<file path="config.mk">
export PLATFORM = sky130hd
export DESIGN_NAME = pipe_exc_seq
export DESIGN_NICKNAME = d
export VERILOG_FILES = /design/src/rtl/pes_pkg.sv /design/src/rtl/pes_fetch.sv /design/src/rtl/pes_stages.sv /design/src/rtl/pes_resolve.sv /design/src/rtl/pipe_exc_seq.sv
export SDC_FILE = /design/constraint.sdc
export NUM_CORES = 1
export LEC_CHECK = 0
export BUFFER_PORTS_ARGS = -buffer_cell sky130_fd_sc_hd__buf_4
export CORE_MARGIN = 3
export CORE_UTILIZATION = 55
export CTS_BUF_LIST = sky130_fd_sc_hd__clkbuf_16
export CTS_CLUSTER_DIAMETER = 100
export CTS_CLUSTER_SIZE = 24
export DETAILED_ROUTE_END_ITERATION = 10
export PLACE_DENSITY_LB_ADDON = 0.1
export SETUP_SLACK_MARGIN = 0.1
export SYNTH_ARGS = -nofsm -noshare
export SYNTH_HDL_FRONTEND = slang
export SYNTH_SLANG_ARGS = --single-unit
</file>
<file path="constraint.sdc">
create_clock -name clk -period 7.4 [get_ports clk]
set_input_delay 1.48 -clock clk [delete_from_list [all_inputs] [get_ports clk]]
set_output_delay 1.48 -clock clk [all_outputs]
set_load 0.1 [all_outputs]
</file>
<file path="src/rtl/pes_pkg.sv">
// Shared types and constants for the exception sequencer.
// Assumes 32-bit byte addresses and 4-byte instructions.
package pes_pkg;
    localparam int XLEN     = 32;
    localparam int INSN_B   = 4;

    typedef enum logic [2:0] {
        EXC_NONE  = 3'd0,
        EXC_RESET = 3'd1,
        EXC_UNDEF = 3'd2,
        EXC_PABT  = 3'd3,
        EXC_DABT  = 3'd4
    } exc_kind_e;

    // Fixed vector address for each exception kind.
    function automatic logic [XLEN-1:0] vec_of(exc_kind_e k);
        case (k)
            EXC_UNDEF: return XLEN'(32'h04);
            EXC_PABT:  return XLEN'(32'h0C);
            EXC_DABT:  return XLEN'(32'h10);
            default:   return XLEN'(32'h00);
        endcase
    endfunction
endpackage

</file>
<file path="src/rtl/pes_fetch.sv">
// Fetch address register. It holds the address being fetched and steps by
// one instruction per cycle unless redirected.
// Assumes the redirect target is already word aligned.
module pes_fetch
    import pes_pkg::*;
(
    input  logic            clk,
    input  logic            rst_n,
    input  logic            redirect,
    input  logic [XLEN-1:0] target,
    output logic [XLEN-1:0] pc
);
    // Advance or reload the fetch address.
    always_ff @(posedge clk) begin
        if (!rst_n)        pc <= vec_of(EXC_RESET);
        else if (redirect) pc <= target;
        else               pc <= pc + XLEN'(INSN_B);
    end

    AST_PC_ALIGNED: assert property (@(posedge clk) disable iff (!rst_n)
        pc[1:0] == 2'b00) else $error("pc misaligned");
endmodule

</file>
<file path="src/rtl/pes_stages.sv">
// Decode and execute stage registers. They carry the address, a valid bit
// and the latent fault tags. A redirect clears both stages and their tags.
// Assumes fetch is always active, so each non-redirect cycle delivers one
// instruction into decode.
module pes_stages
    import pes_pkg::*;
(
    input  logic            clk,
    input  logic            rst_n,
    input  logic            redirect,
    input  logic [XLEN-1:0] target,
    input  logic [XLEN-1:0] pc,
    input  logic            fetch_fault,
    input  logic            dec_undef,
    output logic            dec_valid,
    output logic [XLEN-1:0] dec_pc,
    output logic            exe_valid,
    output logic [XLEN-1:0] exe_pc,
    output logic            exe_pabt,
    output logic            exe_undef
);
    logic dec_pabt;

    // Shift instructions and tags down the pipe, or flush on a redirect.
    always_ff @(posedge clk) begin
        if (!rst_n || redirect) begin
            dec_valid <= 1'b0;
            exe_valid <= 1'b0;
            dec_pabt  <= 1'b0;
            exe_pabt  <= 1'b0;
            exe_undef <= 1'b0;
            dec_pc    <= (rst_n ? target : vec_of(EXC_RESET)) - XLEN'(INSN_B);
            exe_pc    <= (rst_n ? target : vec_of(EXC_RESET)) - XLEN'(2*INSN_B);
        end else begin
            dec_valid <= 1'b1;
            dec_pc    <= pc;
            dec_pabt  <= fetch_fault;
            exe_valid <= dec_valid;
            exe_pc    <= dec_pc;
            exe_pabt  <= dec_valid & dec_pabt;
            exe_undef <= dec_valid & dec_undef;
        end
    end

    AST_REFILL_ONE: assert property (@(posedge clk) disable iff (!rst_n)
        redirect |=> !dec_valid && !exe_valid) else $error("no flush");
    AST_REFILL_TWO: assert property (@(posedge clk) disable iff (!rst_n)
        redirect |-> ##2 !exe_valid) else $error("early refill");
endmodule

</file>
<file path="src/rtl/pes_resolve.sv">
// Execute-stage resolver. It picks the exception by priority, forms the
// redirect and the link, and holds the current and saved status words.
// Priority: reset, data fault, prefetch fault, undefined, then branch.
module pes_resolve
    import pes_pkg::*;
#(
    parameter int STAT_W = 8
) (
    input  logic              clk,
    input  logic              rst_n,
    input  logic [XLEN-1:0]   pc,
    input  logic              exe_valid,
    input  logic [XLEN-1:0]   exe_pc,
    input  logic              exe_pabt,
    input  logic              exe_undef,
    input  logic              dfault,
    input  logic              branch,
    input  logic [XLEN-1:0]   br_target,
    input  logic              br_link,
    input  logic              br_restore,
    input  logic              stat_we,
    input  logic [STAT_W-1:0] stat_data,
    output logic              take,
    output exc_kind_e         kind,
    output logic              redirect,
    output logic [XLEN-1:0]   target,
    output logic [XLEN-1:0]   link,
    output logic              link_we,
    output logic [STAT_W-1:0] cur_stat,
    output logic [STAT_W-1:0] saved_stat
);
    localparam logic [STAT_W-1:0] MASK_BIT = STAT_W'(1) << (STAT_W-1);

    logic              br_take;
    logic [STAT_W-1:0] exc_stat;

    // Select the winning exception by fixed priority.
    always_comb begin
        if (!rst_n)                   kind = EXC_RESET;
        else if (exe_valid && dfault) kind = EXC_DABT;
        else if (exe_valid && exe_pabt)  kind = EXC_PABT;
        else if (exe_valid && exe_undef) kind = EXC_UNDEF;
        else                          kind = EXC_NONE;
    end

    // Form redirect, target and link from the exception or branch.
    always_comb begin
        take     = (kind != EXC_NONE);
        br_take  = exe_valid && branch && !take;
        redirect = take || br_take;
        target   = take ? vec_of(kind) : {br_target[XLEN-1:2], 2'b00};
        link     = take ? pc : exe_pc + XLEN'(INSN_B);
        link_we  = (take && rst_n) || (br_take && br_link);
        exc_stat = MASK_BIT | STAT_W'(kind);
    end

    // Save, restore or write the status words.
    always_ff @(posedge clk) begin
        if (!rst_n) begin
            cur_stat   <= MASK_BIT | STAT_W'(EXC_RESET);
            saved_stat <= '0;
        end else if (take) begin
            saved_stat <= cur_stat;
            cur_stat   <= exc_stat;
        end else if (br_take && br_restore) begin
            cur_stat   <= saved_stat;
        end else if (exe_valid && stat_we) begin
            cur_stat   <= stat_data;
        end
    end

    AST_DFAULT_WINS: assert property (@(posedge clk) disable iff (!rst_n)
        (exe_valid && dfault) |-> (kind == EXC_DABT) && redirect
        && (target == vec_of(EXC_DABT))) else $error("dfault prio");
    AST_STATUS_SAVE: assert property (@(posedge clk) disable iff (!rst_n)
        take |=> saved_stat == $past(cur_stat)) else $error("save");
    AST_STATUS_RESTORE: assert property (@(posedge clk) disable iff (!rst_n)
        (br_take && br_restore) |=> cur_stat == $past(saved_stat))
        else $error("restore");
endmodule

</file>
<file path="src/rtl/pipe_exc_seq.sv">
// Top of the exception sequencer: fetch register, stage registers and
// execute resolver. Faults become tags and act only in execute.
module pipe_exc_seq
    import pes_pkg::*;
#(
    parameter int STAT_W = 8
) (
    input  logic              clk,
    input  logic              rst_n,
    input  logic              fetch_fault_i,
    input  logic              dec_undef_i,
    input  logic              exe_dfault_i,
    input  logic              exe_branch_i,
    input  logic [XLEN-1:0]   exe_target_i,
    input  logic              exe_link_i,
    input  logic              exe_restore_i,
    input  logic              exe_stat_we_i,
    input  logic [STAT_W-1:0] exe_stat_i,
    output logic [XLEN-1:0]   pc_o,
    output logic [XLEN-1:0]   dec_pc_o,
    output logic [XLEN-1:0]   exe_pc_o,
    output logic              dec_valid_o,
    output logic              exe_valid_o,
    output logic              exc_take_o,
    output logic [2:0]        exc_kind_o,
    output logic              redirect_o,
    output logic [XLEN-1:0]   redirect_pc_o,
    output logic [XLEN-1:0]   link_o,
    output logic              link_we_o,
    output logic [STAT_W-1:0] cur_status_o,
    output logic [STAT_W-1:0] saved_status_o
);
    logic      exe_pabt, exe_undef;
    exc_kind_e kind;

    pes_fetch u_fetch (
        .clk(clk), .rst_n(rst_n), .redirect(redirect_o),
        .target(redirect_pc_o), .pc(pc_o)
    );

    pes_stages u_stages (
        .clk(clk), .rst_n(rst_n), .redirect(redirect_o),
        .target(redirect_pc_o), .pc(pc_o), .fetch_fault(fetch_fault_i),
        .dec_undef(dec_undef_i), .dec_valid(dec_valid_o), .dec_pc(dec_pc_o),
        .exe_valid(exe_valid_o), .exe_pc(exe_pc_o), .exe_pabt(exe_pabt),
        .exe_undef(exe_undef)
    );

    pes_resolve #(.STAT_W(STAT_W)) u_resolve (
        .clk(clk), .rst_n(rst_n), .pc(pc_o), .exe_valid(exe_valid_o),
        .exe_pc(exe_pc_o), .exe_pabt(exe_pabt), .exe_undef(exe_undef),
        .dfault(exe_dfault_i), .branch(exe_branch_i),
        .br_target(exe_target_i), .br_link(exe_link_i),
        .br_restore(exe_restore_i), .stat_we(exe_stat_we_i),
        .stat_data(exe_stat_i), .take(exc_take_o), .kind(kind),
        .redirect(redirect_o), .target(redirect_pc_o), .link(link_o),
        .link_we(link_we_o), .cur_stat(cur_status_o),
        .saved_stat(saved_status_o)
    );

    assign exc_kind_o = kind;

    AST_DEC_OFFSET: assert property (@(posedge clk) disable iff (!rst_n)
        dec_valid_o |-> dec_pc_o == pc_o - XLEN'(INSN_B)) else $error("dec");
    AST_EXE_OFFSET: assert property (@(posedge clk) disable iff (!rst_n)
        exe_valid_o |-> exe_pc_o == pc_o - XLEN'(2*INSN_B)) else $error("exe");
    AST_EXC_LINK: assert property (@(posedge clk) disable iff (!rst_n)
        exc_take_o |-> link_we_o && link_o == exe_pc_o + XLEN'(2*INSN_B))
        else $error("link");
endmodule

</file>
==> metrics.md, run 1 <==
| Metric | Value |
|---|---|
| Initial core utilization | `0.569` |
| Standard-cell row count | `40` |
| Status | `completed` |
| Max_cap viols | `0` |
| Core ar. | `0.0121 mm^2` |
| Minimum clock period | `5.11 ns` |
| Tot Pwr | `0.00252 W` |
| Dominant cells by area after synthesis | `dfxtp_1 32%, nand2_1 6.7%, xnor2_1 5.0%` |
| Fraction of layout cells with a size suffix above 1 | `0.246` |
| Post-route insts no fill | `1263` |
| Syn_area_per_cell | `7.50 um^2` |
| CP arrival | `3.63 ns` |
| Worst EP required | `5.92 ns` |
| Via count | `7701` |
| Sequential power share | `0.299` |
| Worst skew pair latency | `0.36 ns` |
| Drt first pass iters | `6` |
| Hpwl dp | `17500 um` |
| Routed wire per std cell | `19.1 um` |
| Worst Setup End Kind | `output pin` |
| Post-synth EDFFs | `0` |
| Drt drc | `0` |
| Fill count | `1034` |
| Clock share of power | `0.193` |
| Placer Congestion | `0.975` |
| Final WL | `24100 um` |
| CTS tree | `done` |
| Worst slack at placement | `2.34 ns` |
| Clock root buffer | `clkbuf_16` |
| PortBufs | `220` |
| Least-Margin Pin Slew | `1.04 ns` |
| Initial DRC count | `805` |
| CP startpoint kind | `input port` |
| Clock sink count | `111` |
| RSZ-0062 raised after global routing | `no` |
| CP max stage delay | `0.57 ns` |
| Diodes inserted | `0` |
| Final setup vio count | `0` |
| Worst-path clk slew | `0.07 ns` |
| GRT Util Overall | `0.336` |
| Synthesized area | `0.00689 mm^2` |
| PD cells | `287 mW/mm^2` |
| Post-layout util | `0.725` |
| Final TNS setup | `0 ns` |
| Setup CP Type | `input port to output pin` |
| Die width | `118 um` |
| Peak VDD IR | `240 uV` |
| Leakage power total | `3.80 nW` |
| Num CTS Buffers | `9` |
| Most area-hungry cell type in the Yosys netlist | `dfxtp_1` |
| Psw | `0.00133 W` |
| P_int | `0.00118 W` |
| # resized after CTS | `0` |
| Slew Limit Fails | `0` |
| Cells after Synth | `918` |
| Crit path setup slack, layout | `2.29 ns` |
| Clk buf depth | `2` |
| Largest net degree at the start of global routing | `106` |
| Hold-fix buffers at CTS | `0` |
| Switching share of power | `0.530` |
| Slew headroom | `0.307` |
| Most common cell on crit path | `buf_4` |
| I/O pin total | `233` |
| Critical path fanouts, max | `46` |
| Die height | `118 um` |
| Sequential element share of the synthesized area | `0.323` |
| H-tree levels | `3` |
| Synth-to-Final Area Change | `27.6%` |
| Cells along the critical path | `buf_4 > and2_2 > inv_2 > buf_4 > nand2_1 > o21ai_1 > buf_4` |
| Asr flop ratio synth | `0` |
| Count of cell types in the netlist | `72` |
| Synth Flop Type | `dfxtp_1` |
| Post-route antenna net violation count | `0` |
| Dpl cells | `1248` |
| Final hold vios | `0` |
| Die Area | `0.0139 mm^2` |
| Fin nets | `1145` |
| # Post-CTS Setup Buffers | `0` |
| Max Freq | `0.196 GHz` |
| Antenna violations before repair | `0` |
| Share of the synthesized area in the top cell type | `0.323` |
| Vias per inst | `6.10` |
| Grt ovf | `0` |
| Gate power share | `0.508` |
| Final period util | `0.690` |
| #FFs+latches synth | `111` |
| Vias in the first global route | `7071` |
| Clock skew | `0.00636 ns` |
| CP max-delay cell | `buf_4` |
| Syn. warnings | `0` |
| First-pass GRT wire length | `38300 um` |
| Type of the worst min-delay path | `flip-flop to flip-flop` |
## critical path, delay by kind of cell
family,cells,cell delay [ns]
and+or+nand+nor,2,0.35
buffers and inverters,4,1.67
AOI/OAI and AO/OA,1,0.09
## flip-flops by register name, indices dropped and copies added (netlist names)
name	flops
u_stages.dec_pabt	1
u_resolve.saved_stat	8
u_stages.exe_pc	30
u_stages.exe_undef	1
u_fetch.pc	30
u_stages.exe_pabt	1
u_resolve.cur_stat	8
u_stages.dec_valid	1
u_stages.dec_pc	30
u_stages.exe_valid	1
## cell usage in the layout, fill, tap and decap left out, types with 7 or more instances in the layout
master / netlist / routed
nor4_1: 16 / 16
o21ai_1: 23 / 23
a21o_1: 7 / 7
xnor2_1: 39 / 39
a22o_1: 9 / 9
and4_1: 8 / 8
conb_1: 1 / 10
a211oi_1: 13 / 13
clkbuf_16: 0 / 9
xor2_1: 26 / 26
inv_1: 22 / 23
a31oi_1: 15 / 15
buf_4: 10 / 229
nand3_1: 63 / 63
dfxtp_1: 111 / 111
a21oi_1: 45 / 45
or4_1: 7 / 7
nor2_1: 70 / 70
o21ai_0: 54 / 54
nand2_1: 123 / 123
and2_1: 14 / 12
nand4_1: 21 / 21
and3_1: 36 / 36
nor3_1: 17 / 17
o211ai_1: 7 / 7
## cell families (layout without fill, tap and decap cells)
group | after synthesis | count (layout) | synth area share
AND/OR/NAND/NOR | 400 | 400 | 0.289
AO/OA/AOI/OAI | 227 | 227 | 0.216
flip-flops | 111 | 111 | 0.323
buffers and inverters | 99 | 267 | 0.0643
XOR/XNOR | 65 | 65 | 0.0827
multiplexers | 10 | 10 | 0.0154
adder cells (fa/ha/maj) | 5 | 5 | 0.00908
other | 1 | 10 | 0.000545
## synth_stat cells, types with 4 or more instances
| master | instances |
|---|---|
| and2_1 | 14 |
| nor4_1 | 16 |
| a211oi_1 | 13 |
| o21ai_0 | 54 |
| mux2_2 | 5 |
| a31oi_1 | 15 |
| inv_1 | 22 |
| a22o_1 | 9 |
| o21a_1 | 5 |
| and3_1 | 36 |
| or4_1 | 7 |
| o31ai_1 | 5 |
| ha_1 | 5 |
| buf_4 | 10 |
| clkbuf_1 | 37 |
| o221ai_1 | 5 |
| o41ai_1 | 6 |
| xor2_1 | 26 |
| nand3_1 | 63 |
| xnor2_1 | 39 |
| nor3_1 | 17 |
| and4_1 | 8 |
| a21o_1 | 7 |
| nand2_1 | 123 |
| buf_2 | 21 |
| mux2i_1 | 5 |
| buf_1 | 7 |
| o211ai_1 | 7 |
| o21ai_1 | 23 |
| dfxtp_1 | 111 |
| nor2_1 | 70 |
| a21oi_1 | 45 |
| nand4_1 | 21 |
| nand2b_1 | 4 |
## power by group through the flow
stage	clock, W	combinational, W	sequential (W)
floorplan	0	0.000527	0.00124
detailed placement	0	0.00127	0.000764
global placement	0	0.00127	0.000762
finish	0.000486	0.00128	0.000752
global route	0.000505	0.00132	0.000763
CTS	0.000490	0.00128	0.000750
## final cells by class
cell class | count | area, um^2 | area share
timing repair buffer | 229 | 1720 | 0.196
inverter | 23 | 86.3 | 0.00983
clock buffer | 9 | 225 | 0.0256
sequential | 111 | 2220 | 0.253
clock inverter | 6 | 62.6 | 0.00712
tap | 168 | 210 | 0.0239
multi-input combinational | 717 | 4260 | 0.485
## path summary, 6_finish.rpt
kind,from,to,cells after the start,slack [ns]
setup reg to reg,u_stages.exe_valid,u_stages.exe_pc[13],6,3.84
hold reg to reg,u_stages.dec_pabt,u_stages.exe_pabt,1,0.44
setup / recovery,rst_n,link_o[24],7,2.29
hold / removal,u_stages.dec_pabt,u_stages.exe_pabt,1,0.44
## per-layer routing
layer | share of wire | track usage
met1 | 0.41 | 0.439
met3 | 0.10 | 0.0750
met2 | 0.45 | 0.536
met5 | 0 | 0
met4 | 0.035 | 0.144
## per-stage QoR
stage | hold slack, ns | instance area (um^2)
detailed placement | 0.416 | 8500
floorplan | 0.406 | 6920
global placement | 0.409 | 8500
global route | 0.462 | 8780
finish | 0.443 | 8780
CTS | 0.437 | 8780
No activity file was read; power rests on OpenSTA's default activity.
==> run 2: changes to the inputs <==
- ABC_AREA: default -> 1
- CORE_UTILIZATION: 55 -> 52
- clock period: 7.4 -> 5.3 ns (I/O delays scaled with it)
==> metrics.md, run 2 <==
| Metric | Value |
|---|---|
| PD cells | `371 mW/mm^2 (+29%)` |
| Post-synth EDFFs | `0 (unchanged)` |
| Clock root buffer | `clkbuf_16` |
| Most area-hungry cell type in the Yosys netlist | `dfxtp_1` |
| Slew headroom | `0.465 (+0.158)` |
| CP arrival | `3.23 ns (-0.40 ns)` |
| Hpwl dp | `20900 um (+20%)` |
| Core ar. | `0.0133 mm^2 (+9.8%)` |
| Num CTS Buffers | `9 (unchanged)` |
| Sequential element share of the synthesized area | `0.312 (-0.0107)` |
| Post-route antenna net violation count | `0 (unchanged)` |
| Peak VDD IR | `211 uV (-12%)` |
| Share of the synthesized area in the top cell type | `0.312 (-0.0107)` |
| Die Area | `0.0151 mm^2 (+8.9%)` |
| Largest registers | `u_fetch.pc: 30 flops, u_stages.dec_pc: 30 flops, u_stages.exe_pc: 30 flops` |
| Placer Congestion | `0.986 (+1.1%)` |
| Synth Flop Type | `dfxtp_1` |
| Vias in the first global route | `7047 (-0.34%)` |
| Clk buf depth | `2 (unchanged)` |
| Diodes inserted | `0 (unchanged)` |
| CP max-delay cell | `inv_2` |
| GRT Util Overall | `0.336 (about the same)` |
| Hold-fix buffers at CTS | `0 (unchanged)` |
| Worst skew pair latency | `0.36 ns (about the same)` |
| Final setup vio count | `0 (unchanged)` |
| Worst Setup End Kind | `output pin` |
| CP delay by family, top | `buffers and inverters` |
| Drt first pass iters | `6 (unchanged)` |
| Tot Pwr | `0.00337 W (+34%)` |
| PortBufs | `220 (unchanged)` |
| Register area | `0.00222 mm^2 (unchanged)` |
| Count of cell types in the netlist | `43 (-40%)` |
| # Post-CTS Setup Buffers | `0 (unchanged)` |
| # resized after CTS | `0 (unchanged)` |
| Reg2Reg Depth | `8 (+2)` |
| FF-to-FF setup slack | `1.54 ns (-2.30 ns)` |
| Vias per inst | `5.53 (-9.4%)` |
| Worst-path clk slew | `0.08 ns (about the same)` |
| Top cells by count, synth | `335 x nand2_1, 136 x nor2_1, 116 x inv_1` |
| Routed wire per std cell | `17.2 um (-10%)` |
| Hold EP | `u_stages.exe_pabt` |
| H-tree levels | `3 (unchanged)` |
| Slew Limit Fails | `0 (unchanged)` |
| Setup CP Type | `input port to output pin` |
| Syn_area_per_cell | `6.21 um^2 (-17%)` |
| Fill count | `1261 (+22%)` |
| CP max stage delay | `0.77 ns (+0.20 ns)` |
| Standard-cell row count | `42 (+5.0%)` |
| Antenna violations before repair | `0 (unchanged)` |
| Type of the worst min-delay path | `flip-flop to flip-flop` |
| Final hold vios | `0 (unchanged)` |
| First-pass GRT wire length | `38700 um (+1.2%)` |
| Max_cap viols | `0 (unchanged)` |
| Asr flop ratio synth | `0 (unchanged)` |
| CTS tree | `done` |
| Critical path fanouts, max | `45 (-2.2%)` |
| Final TNS setup | `0 ns (unchanged)` |
| Leakage power total | `4.34 nW (+14%)` |
| Syn. warnings | `0 (unchanged)` |
| HP Start | `u_stages.dec_pabt` |
| Initial DRC count | `922 (+15%)` |
| Multi-input logic area | `0.00422 mm^2 (-0.91%)` |
| Hold Crit Depth | `2 (+1)` |
| Dominant cells by area after synthesis | `dfxtp_1 31%, nand2_1 18%, nand3_1 7.3%` |
| Most frequent cells in the layout | `334 x nand2_1, 223 x buf_4, 136 x nor2_1` |
| Max Freq | `0.233 GHz` |
| Synth-to-Final Area Change | `27.6% (about the same)` |
| Drt drc | `0 (unchanged)` |
| Via count | `8437 (+9.6%)` |
| #FFs+latches synth | `111 (unchanged)` |
| Cells after Synth | `1147 (+25%)` |
| Die height | `123 um (+4.4%)` |
| Synthesized area | `0.00712 mm^2 (+3.4%)` |
| Status | `completed` |
| Minimum clock period | `4.29 ns` |
| Fraction of layout cells with a size suffix above 1 | `0.217 (-0.0288)` |
| I/O pin total | `233 (unchanged)` |
| CP startpoint kind | `input port` |
| Least-Margin Pin Slew | `0.802 ns (-0.235 ns)` |
| Cells along the critical path | `buf_4 > nand2_2 > nand4_4 > inv_2 > nand2_2 > buf_4` |
| Final WL | `26200 um (+8.6%)` |
| Die width | `123 um (+4.4%)` |
| Initial core utilization | `0.536 (-0.0329)` |
| Grt ovf | `0 (unchanged)` |
| Most frequent cell after synthesis | `nand2_1` |
| RSZ-0062 raised after global routing | `no` |
| Largest net degree at the start of global routing | `77 (-27%)` |
| R2r endpoint | `u_fetch.pc[24]` |
| Fin nets | `1400 (+22%)` |
| Commonest non-fill, non-tap cell in the layout | `nand2_1` |
| Final period util | `0.809` |
| Clock sink count | `111 (unchanged)` |
| Worst EP required | `4.24 ns (-1.68 ns)` |
| Bufs and invs on worst path | `3 (-1)` |
| FF-to-FF Start | `u_stages.exe_valid` |
| Clock skew | `0.0126 ns (+0.00624 ns)` |
## run 2: changes by cell type in the layout (fill, tap and decap cells not counted), moves of 10 or more
cell,before,now
nand2_1,123,334
nor4_1,16,6
inv_1,23,118
a21oi_1,45,35
nor2_2,1,24
a211oi_1,13,0
nand3_1,63,104
o21ai_0,54,64
and2_1,12,0
and3_1,36,1
xnor2_1,39,9
nor2_1,70,136
## run 2: cell type report
class,instances,share of cell area
tap,176,0.0242
inverter,122,0.0504
multi-input combinational,878,0.464
clock inverter,7,0.00537
clock buffer,9,0.0248
timing repair buffer,224,0.186
sequential,111,0.244
## run 2: how the worst max path moves through the flow
stage	from	endpoint	slack [ns]	cells past startpoint
5_1_grt	exe_dfault_i	link_o[24]	0.79	7
3_5_place_dp	exe_dfault_i	u_fetch.pc[24]	0.99	9
3_3_place_gp	exe_dfault_i	u_fetch.pc[24]	1.05	9
2_1_floorplan	u_stages.exe_valid	link_o[25]	0.12	7
4_1_cts	exe_dfault_i	redirect_o	1.05	6
6_report	exe_dfault_i	redirect_o	1.01	6
## run 2: per-layer routing
layer	vias to the layer above	wire length (um)	share of wire	GRT usage
li1	4091	-	-	-
met1	3800	11200	0.43	0.492
met2	502	11200	0.43	0.494
met3	44	3220	0.12	0.0654
met4	0	663	0.025	0.112
met5	-	0	0	0
## run 2: cells by family after synthesis
| family | synth area share |
|---|---|
| XOR/XNOR | 0.0480 |
| buffers and inverters | 0.100 |
| multiplexers | 0.00158 |
| other | 0.000527 |
| adder cells (fa/ha/maj) | 0.00878 |
| flip-flops | 0.312 |
| AO/OA/AOI/OAI | 0.132 |
| AND/OR/NAND/NOR | 0.397 |
## run 2: tightest hold or removal path, cell delays in order (launching register included)
cell	delay, ns
dfxtp_1	0.30
nand2_1	0.05
nor2_1	0.04
## run 2: power by group
| group | switching (W) | internal, W |
|---|---|---|
| combinational | 0.00139 | 0.000315 |
| sequential | 0.000104 | 0.000922 |
| clock | 0.000319 | 0.000321 |
| total | 0.00181 | 0.00156 |
## run 2: stage by stage
step / instances / area [um^2] / utilization / hold slack, ns / setup slack [ns]
after floorplan: 1156 / 7160 / - / 0.401 / 0.121
after global placement: 1511 / 8810 / 0.663 / 0.405 / 1.05
after detailed placement: 1511 / 8810 / 0.663 / 0.417 / 0.987
after CTS: 1527 / 9090 / 0.684 / 0.428 / 1.05
after global routing: 1527 / 9090 / 0.684 / 0.448 / 0.790
final: 1527 / 9090 / 0.684 / 0.423 / 1.01
